$ cat src/rtl/irq_pri_pkg.sv
package irq_pri_pkg;

    parameter int NUM_GRP     = 31;
    parameter int SRC_PER_GRP = 4;
    parameter int LVL_W       = 3;
    parameter int FIRST_NMI   = 0;
    parameter int LAST_NMI    = 1;
    parameter int FIRST_MASK  = 2;
    parameter int LAST_MASK   = 30;
    parameter int RD_W        = 8;
    parameter int RD_SEL_W    = 2;
    parameter int GRP_SHIFT   = 2;

    localparam int GRP_W   = $clog2(NUM_GRP);
    localparam int NMI_CNT = LAST_NMI - FIRST_NMI + 1;
    localparam int SRC_W   = NUM_GRP * SRC_PER_GRP;
    localparam int LVLV_W  = NUM_GRP * LVL_W;

    typedef logic [GRP_W-1:0] grp_t;
    typedef logic [LVL_W-1:0] lvl_t;

    localparam lvl_t IDLE_LVL = lvl_t'((1 << LVL_W) - 1);

    typedef struct packed {
        grp_t grp;
        lvl_t lvl;
    } choice_t;

    function automatic choice_t idle_choice();
        choice_t c;
        c.grp = grp_t'(FIRST_NMI);
        c.lvl = IDLE_LVL;
        return c;
    endfunction

    function automatic logic [RD_W-1:0] pack_grp(grp_t g);
        return RD_W'(g) << GRP_SHIFT;
    endfunction

endpackage

$ cat src/rtl/irq_pri_search.sv
module irq_pri_search
    import irq_pri_pkg::*;
(
    input  logic                clk,
    input  logic                rst,
    input  logic [NUM_GRP-1:0]  pend_i,
    input  logic [LVLV_W-1:0]   lvl_i,
    output choice_t             sel_o
);

    choice_t best;

    always_comb begin
        best = idle_choice();
        for (int g = FIRST_MASK; g <= LAST_MASK; g++) begin
            if (pend_i[g] && (lvl_i[g*LVL_W +: LVL_W] < best.lvl)) begin
                best.lvl = lvl_i[g*LVL_W +: LVL_W];
                best.grp = grp_t'(g);
            end
        end
    end

    assign sel_o = best;

    AST_SEL_MASKABLE: assert property (@(posedge clk) disable iff (rst)
        (sel_o.grp == grp_t'(FIRST_NMI)) || (sel_o.grp >= grp_t'(FIRST_MASK)));

    AST_SEL_PENDING: assert property (@(posedge clk) disable iff (rst)
        (sel_o.grp != grp_t'(FIRST_NMI)) |-> pend_i[sel_o.grp]);

    AST_SEL_IDLE: assert property (@(posedge clk) disable iff (rst)
        (sel_o.grp == grp_t'(FIRST_NMI)) |-> (sel_o.lvl == IDLE_LVL));

endmodule

$ cat src/rtl/irq_pri_ack.sv
module irq_pri_ack
    import irq_pri_pkg::*;
(
    input  logic                 clk,
    input  logic                 rst,
    input  logic                 ack_i,
    input  lvl_t                 ack_lvl_i,
    input  choice_t              sel_i,
    input  logic [NUM_GRP-1:0]   pend_i,
    input  logic [RD_SEL_W-1:0]  rd_byte_i,
    output logic [RD_W-1:0]      rd_data_o,
    output logic                 ack_err_o
);

    grp_t acc_q;
    logic err_q;

    always_ff @(posedge clk) begin
        if (rst) begin
            acc_q <= grp_t'(FIRST_NMI);
            err_q <= 1'b0;
        end else if (ack_i) begin
            acc_q <= sel_i.grp;
            if (ack_lvl_i != sel_i.lvl)
                err_q <= 1'b1;
        end
    end

    always_comb begin
        rd_data_o = '0;
        if (rd_byte_i == '0 && pend_i[acc_q])
            rd_data_o = pack_grp(acc_q);
    end

    assign ack_err_o = err_q;

    AST_ERR_STICKY: assert property (@(posedge clk) disable iff (rst)
        ack_err_o |=> ack_err_o);

    AST_RD_ALIGNED: assert property (@(posedge clk) disable iff (rst)
        rd_data_o[GRP_SHIFT-1:0] == '0);

endmodule

$ cat src/rtl/irq_pri_nmi.sv
module irq_pri_nmi
    import irq_pri_pkg::*;
(
    input  logic               clk,
    input  logic               rst,
    input  logic [NMI_CNT-1:0] evt_i,
    input  logic [NMI_CNT-1:0] pend_i,
    output logic               nmi_o
);

    logic nmi_q;

    always_ff @(posedge clk) begin
        if (rst) nmi_q <= 1'b0;
        else     nmi_q <= |(evt_i & pend_i);
    end

    assign nmi_o = nmi_q;

    AST_NMI_CAUSE: assert property (@(posedge clk) disable iff (rst)
        nmi_o |-> $past(|evt_i));

endmodule

$ cat src/rtl/irq_pri_resolver.sv
module irq_pri_resolver
    import irq_pri_pkg::*;
(
    input  logic                clk,
    input  logic                rst,
    input  logic [SRC_W-1:0]    req_i,
    input  logic [SRC_W-1:0]    en_i,
    input  logic [LVLV_W-1:0]   lvl_i,
    input  logic [NMI_CNT-1:0]  nmi_evt_i,
    input  logic                ack_i,
    input  logic [LVL_W-1:0]    ack_lvl_i,
    input  logic [RD_SEL_W-1:0] rd_byte_i,
    output logic [RD_W-1:0]     rd_data_o,
    output logic [LVL_W-1:0]    level_o,
    output logic                nmi_o,
    output logic                ack_err_o
);

    logic [NUM_GRP-1:0] pend;
    choice_t            sel;
    lvl_t               level_q;

    for (genvar g = 0; g < NUM_GRP; g++) begin : g_pend
        assign pend[g] = |(req_i[g*SRC_PER_GRP +: SRC_PER_GRP] &
                           en_i [g*SRC_PER_GRP +: SRC_PER_GRP]);
    end

    irq_pri_search u_search (
        .clk    (clk),
        .rst    (rst),
        .pend_i (pend),
        .lvl_i  (lvl_i),
        .sel_o  (sel)
    );

    irq_pri_ack u_ack (
        .clk       (clk),
        .rst       (rst),
        .ack_i     (ack_i),
        .ack_lvl_i (ack_lvl_i),
        .sel_i     (sel),
        .pend_i    (pend),
        .rd_byte_i (rd_byte_i),
        .rd_data_o (rd_data_o),
        .ack_err_o (ack_err_o)
    );

    irq_pri_nmi u_nmi (
        .clk    (clk),
        .rst    (rst),
        .evt_i  (nmi_evt_i),
        .pend_i (pend[LAST_NMI:FIRST_NMI]),
        .nmi_o  (nmi_o)
    );

    always_ff @(posedge clk) begin
        if (rst) level_q <= IDLE_LVL;
        else     level_q <= sel.lvl;
    end

    assign level_o = level_q;

    AST_LVL_IDLE: assert property (@(posedge clk) disable iff (rst)
        !(|pend[LAST_MASK:FIRST_MASK]) |=> (level_o == IDLE_LVL));

endmodule

$ cat config.mk
export PLATFORM = sky130hd
export DESIGN_NAME = irq_pri_resolver
export DESIGN_NICKNAME = d
export VERILOG_FILES = /design/src/rtl/irq_pri_pkg.sv /design/src/rtl/irq_pri_search.sv /design/src/rtl/irq_pri_ack.sv /design/src/rtl/irq_pri_nmi.sv /design/src/rtl/irq_pri_resolver.sv
export SDC_FILE = /design/constraint.sdc
export NUM_CORES = 1
export LEC_CHECK = 0
export BUFFER_PORTS_ARGS = -buffer_cell sky130_fd_sc_hd__buf_2
export CAP_MARGIN = 10
export CORE_AREA = 2 2 143 145
export DETAILED_ROUTE_END_ITERATION = 8
export DIE_AREA = 0 0 145 147
export GPL_TIMING_DRIVEN = 0
export PLACE_DENSITY = 0.67
export SYNTH_ARGS = -nofsm -noshare
export SYNTH_HDL_FRONTEND = slang
export SYNTH_SLANG_ARGS = --single-unit
$ cat constraint.sdc
create_clock -name clk -period 18.5 [get_ports clk]
set_input_delay 1.85 -clock clk [delete_from_list [all_inputs] [get_ports clk]]
set_output_delay 1.85 -clock clk [all_outputs]
set_load 0.05 [all_outputs]
# Word-level counts from Yosys, hierarchy flattened
# Index checks and enable logic that the tools add are counted.
[op_classes] addsub=0 n_mul=0 div=0 magnitude_cmp=30 eq_ne=1 shift=0 muxes=32 bitwise=32 n_reduce_logical=64
[op_table] op="bitwise AND 4 bit" count=31
[op_table] op="OR reduction 4 bit" count=31
[op_table] op="two-way mux 8 bit" count=15
[op_table] op="less-than comparator 3 bit" count=28
[op_table] op="two-way mux 7 bit" count=9
[op_table] op="logical AND 1 bit" count=30
[op_table] op="two-way mux 6 bit" count=4
[op_table] op="two-way mux 5 bit" count=2
[op_table] op="less-than comparator 5 x 6 -> 1 bit, second input constant" count=1
[op_table] op="binary-select mux 1 bit (select 5 bit)" count=1
[op_table] op="less-than comparator 3 bit, second input constant" count=1
[op_table] op="inequality test 3 bit" count=1
[op_table] op="bitwise AND 2 bit" count=1
[op_table] op="zero test 2 bit" count=1
[op_table] op="AND reduction 2 bit" count=1
[op_table] op="OR reduction 2 bit" count=1
[op_table] op="two-way mux 1 bit" count=1
[word_totals] regBits=10 latchBits=0 ramBits=0 romBits=0 in_bits=351 output_inout_bits=13 n_memories=0

# Logic depth before layout (Yosys ltp)
[logic_depth] word_depth=90 mapped_depth=48 mapped_depth_nobuf=48

# By module
# From an unflattened synthesis, not the netlist that was laid out.
[unflattened] hier_cells=1015 area_unflattened_um2=6312.3
[modules_own_cells] mod="irq_pri_search" n_inst=1 cells_each=851 area_per_inst_um2=5008.6
[modules_own_cells] mod="irq_pri_resolver" n_inst=1 cells_each=99 area_per_inst_um2=660.6
[modules_own_cells] mod="irq_pri_ack" n_inst=1 cells_each=62 area_per_inst_um2=611.8
[modules_own_cells] mod="irq_pri_nmi" n_inst=1 cells_each=3 area_per_inst_um2=31.3

# Least setup slack after synthesis
# No wires, ideal clock.
[synth_path] path_type="input to register" start="input req_i[9]" end="register u_ack.err_q (netlist: u_ack.ack_err_o)" setup_ns=0.061 t_arrival_ns=12.499 setup_slack_ns=5.939 cell_stages=47 n_path_buf=0 cell_sequence="a22o_1 -> or3_1 -> a22oi_2 -> o2111a_1 -> a211oi_1 -> or4_1 -> and2_1 -> a311o_1 -> o31a_1 -> a21oi_1 -> mux2_2 -> a211o_1 -> and3_4 -> nor3_4 -> o2111ai_1 -> a211oi_2 -> a32oi_1 -> or3_1 -> (+11 left out) -> a211oi_2 -> a21bo_2 -> a31oi_4 -> o31ai_2 -> and2_1 -> a2bb2oi_2 -> o21ai_1 -> a22oi_2 -> nor2_1 -> a21o_1 -> ha_1 -> nand2_1 -> nand2_1 -> o41ai_1 -> a21oi_4 -> mux2_4 -> o21ai_1 -> o221a_1"
[synth_via] elab_chain_len=90
[synth_lines] item="start: declaration" line_no="irq_pri_resolver.sv:6" text="input logic [SRC_W-1:0] req_i,"
[synth_lines] item="bitwise AND 4 bit (*)" line_no="irq_pri_resolver.sv:24" text="assign pend[g] = |(req_i[g*SRC_PER_GRP +: SRC_PER_GRP] &"
[synth_lines] item="OR reduction 4 bit (*)" line_no="irq_pri_resolver.sv:24"
[synth_lines] item="logical AND 1 bit (*)" line_no="irq_pri_search.sv:16" text="if (pend_i[g] && (lvl_i[g*LVL_W +: LVL_W] < best.lvl)) begin"
[synth_lines] item="two-way mux 5 bit (*)" line_no="irq_pri_search.sv:16"
[synth_lines] item="less-than comparator 3 bit" line_no="irq_pri_search.sv:16"
[synth_lines] item="logical AND 1 bit" line_no="irq_pri_search.sv:16"
[synth_lines] item="two-way mux 5 bit (*)" line_no="irq_pri_search.sv:16"
[synth_lines] item="less-than comparator 3 bit" line_no="irq_pri_search.sv:16"
[synth_lines] item="(+74 left out)"
[synth_lines] item="less-than comparator 3 bit" line_no="irq_pri_search.sv:16"
[synth_lines] item="logical AND 1 bit" line_no="irq_pri_search.sv:16"
[synth_lines] item="two-way mux 8 bit (*)" line_no="irq_pri_search.sv:16"
[synth_lines] item="less-than comparator 3 bit" line_no="irq_pri_search.sv:16"
[synth_lines] item="logical AND 1 bit" line_no="irq_pri_search.sv:16"
[synth_lines] item="two-way mux 8 bit (*)" line_no="irq_pri_search.sv:16"
[synth_lines] item="inequality test 3 bit (*)" line_no="irq_pri_ack.sv:24" text="if (ack_lvl_i != sel_i.lvl)"
[synth_lines] item="AND reduction 2 bit (no line) (*)"
[synth_lines] item="end signal: assignment" line_no="irq_pri_ack.sv:21" text="err_q <= 1'b0;"
[synth_lines] item="end signal: assignment" line_no="irq_pri_ack.sv:25" text="err_q <= 1'b1;"
[synth_lines] item="end: declaration" line_no="irq_pri_ack.sv:16" text="logic err_q;"
# Mark *: on every way between the ends. The rest lies on a longest branch, timed or not.
# A chain may end at the register's enable or synchronous reset.

# Worst setup path after layout
# Same ends and word-level chain as after synthesis.

==> results.txt <==
run status = finished clean
Die Ht = 147 um
normalized max-slew margin = 0.166
CTS tree = built
CTS clk-pin slew, worst paths = 0.04 ns
insertion delay to the later sink of the worst-skew pair = 0.24 ns
initial core utilization = 0.330
Max FO, Critical Path = 8
Yosys top cell area share = 0.0712
Worst path slowest cell = a311oi_1
RSZ-0062 raised after global routing = false
first-pass GRT wire length = 41500 um
Sw Ratio = 0.516
slew of the pin with the lowest slew margin = 1.25 ns
core area = 19800 um^2
Slew Viols, Final = 0
multi-input logic area = 6080 um^2
WHS Path Cells = 2
Seq/Total Area, Yosys = 0.0306
total CTS buffers = 3
Period minus WS final = 14.45 ns
average wire per standard cell = 15.8 um
CTS-repair resized insts = 0
first drt pass iteration count = 5
vias = 9411
Synth top cells by count = nor2_1, nand2_1, a21oi_1
total track usage = 0.227
pwr dens = 49.5 nW/um^2
antenna violations before repair = 3
Max-cap violations = 0
Worst R2R Path Depth = 4
Cell Count Post-Placement = 1625
Post-Syn Instances = 1007
CP Launch Type = primary input
RR Endpoint = u_ack.acc_q[0]
crit path DAT = 14.63 ns
Clock Tree Buf Depth = 2
ys flop type = dfxtp_1
cell family with most CP delay = compound AO/OA/AOI/OAI gates
worst hold start = u_ack.acc_q[4]
Clk pwr share = 0.087
Req. time, crit path = 18.68 ns
most instantiated library cell after synthesis = nor2_1
Combinational Power Share = 0.846
final period utilization = 0.781
CTS Sinks = 10
clk root buf = clkbuf_16
Async S/R FF share, synth = 0
P_int = 208 uW
synthesis warning total = 0
drt via density = 5.77
Max stage delay on crit path = 0.64 ns
Fin Setup TNS = 0 ns
Setup Buffers After CTS = 0
Hold/Removal Path Class = reg -> reg
total gr overflow = 0
floorplan row count = 52
f_max = 69.2 MHz
R2R setup slack = 16.59 ns
die width = 145 um
Worst VDD drop = 0.0000306 V
H-tree levels = 1
# port buffers = 346
main area contributors after synthesis = nor2_1, a21oi_1, nand2_1
post-route ant nets = 0
register share of total power = 0.067
RR Startpoint = u_ack.acc_q[0]
io pins = 364
Hold EP = u_ack.acc_q[4]
switching pwr = 222 uW
Yosys top cell by area = nor2_1
DRC = 0
DP HPWL = 22300 um
Layout Nets = 1713
Finished Layout Cells = 1631
sequential cell area = 200 um^2
Hold Buf Count CTS = 0
worst path bufs/invs = 1
largest net degree at the start of global routing = 11
number of enable flip-flop cells after synthesis = 0
WL final = 25700 um
share of layout cells above drive strength 1 = 0.315
Synth Area per Inst = 6.49 um^2
Clock Skew = 0 ns
Final GP Congestion = 0.928
Fill cells = 2100
Static Leak = 3.92 nW
post-synthesis cell type count = 106
mapped cell area = 6540 um^2
DRT iter0 DRCs = 572
Yosys reg bits = 10
CP endpoint kind = register
Layout area overhead = 33.0%
setup violators final = 0
critical path type = in -> reg
final hold violation count = 0
vias in the first global route = 8747
die area = 21300 um^2
## worst register-to-register path, cell delays in order, from the launching register on
cell	delay, ns
dfxtp_1	0.30
clkbuf_1	0.57
clkbuf_1	0.58
nor3b_1	0.29
a41o_1	0.12
## cells in the final DEF (no fill, tap or decap), types with 5 or more instances in the layout
master | netlist | routed
o211ai_1 | 13 | 13
inv_1 | 46 | 46
a31oi_1 | 19 | 19
o21bai_1 | 20 | 20
mux2i_1 | 7 | 7
nand2b_1 | 18 | 18
maj3_2 | 5 | 5
a21o_1 | 29 | 29
o22ai_1 | 11 | 11
and3_1 | 6 | 6
or3_1 | 24 | 24
nor4_1 | 9 | 9
a2111oi_0 | 5 | 5
nand3_1 | 24 | 24
o2111ai_1 | 5 | 5
dfxtp_1 | 10 | 10
nand2_1 | 94 | 94
a221oi_1 | 24 | 24
a311oi_1 | 6 | 6
buf_2 | 0 | 346
mux4_2 | 6 | 6
o31ai_1 | 14 | 14
maj3_1 | 14 | 14
or2_2 | 21 | 21
a22oi_1 | 24 | 24
a211oi_1 | 23 | 23
a211o_1 | 12 | 12
nor2_1 | 124 | 124
and2_1 | 22 | 22
a22o_1 | 26 | 26
a41oi_1 | 6 | 6
nor3_1 | 30 | 30
o21ai_0 | 49 | 49
nor2b_1 | 5 | 5
o21ai_1 | 13 | 13
o21a_1 | 9 | 9
a21oi_1 | 88 | 88
clkbuf_1 | 13 | 13
## kinds of logic after synthesis
logic type                 after synthesis  share of synthesized area
AOI/OAI and AO/OA                      471                      0.532
and+or+nand+nor                        418                      0.322
buffers and inverters                   67                     0.0402
adders and majority gates               21                     0.0339
muxes                                   16                     0.0371
DFF                                     10                     0.0306
xor gates and xnor gates                 3                    0.00402
other                                    1                   0.000573
## layout make-up
type | instances | share of cell area
timing repair buffer | 346 | 0.199
multi-input combinational | 932 | 0.699
antenna | 3 | 0.000863
tap | 270 | 0.0388
sequential | 10 | 0.0230
clock buffer | 3 | 0.00863
inverter | 47 | 0.0203
buffer | 20 | 0.00992
## power groups by stage
stage / combinational (mW) / sequential, mW / clock, mW
2_1_floorplan: 0.245 / 0.0345 / 0
3_3_place_gp: 0.354 / 0.0291 / 0
3_5_place_dp: 0.360 / 0.0291 / 0
4_1_cts: 0.362 / 0.0288 / 0.0379
5_1_grt: 0.402 / 0.0293 / 0.0391
6_report: 0.364 / 0.0288 / 0.0377
## worst max path at each step
stage | from | end | slack (ns) | cells after the start
finish | req_i[9] | u_ack.ack_err_o | 4.05 | 48
detailed placement | req_i[9] | u_ack.ack_err_o | 4.11 | 48
global placement | req_i[14] | u_ack.ack_err_o | 4.41 | 48
global route | req_i[9] | u_ack.ack_err_o | 3.09 | 49
floorplan | req_i[9] | u_ack.ack_err_o | 5.94 | 47
CTS | req_i[9] | u_ack.ack_err_o | 4.31 | 48
## routing by layer
layer	vias up	wire length, um	GRT usage
met5	-	13	0
met3	26	1520	0.0224
met2	359	12600	0.422
met4	2	244	0.0317
met1	4295	11300	0.291
li1	4729	-	-
## flip-flops by register name (all words and copies together) (netlist names)
signal and flops:
level_o 3, u_ack.acc_q 5, u_ack.ack_err_o 1, u_nmi.nmi_o 1
## per-stage QoR
step           hold slack, ns  total power, mW  setup WS, ns  area [um^2]   util
3_5_place_dp            0.524            0.389          4.11         8620  0.434
3_3_place_gp            0.519            0.383          4.41         8620  0.434
2_1_floorplan           0.476            0.280          5.94         6550      -
4_1_cts                 0.531            0.429          4.31         8690  0.438
5_1_grt                 0.580            0.471          3.09         8690  0.438
6_report                0.534            0.431          4.05         8700  0.438
No activity file was read; power rests on OpenSTA's default activity.
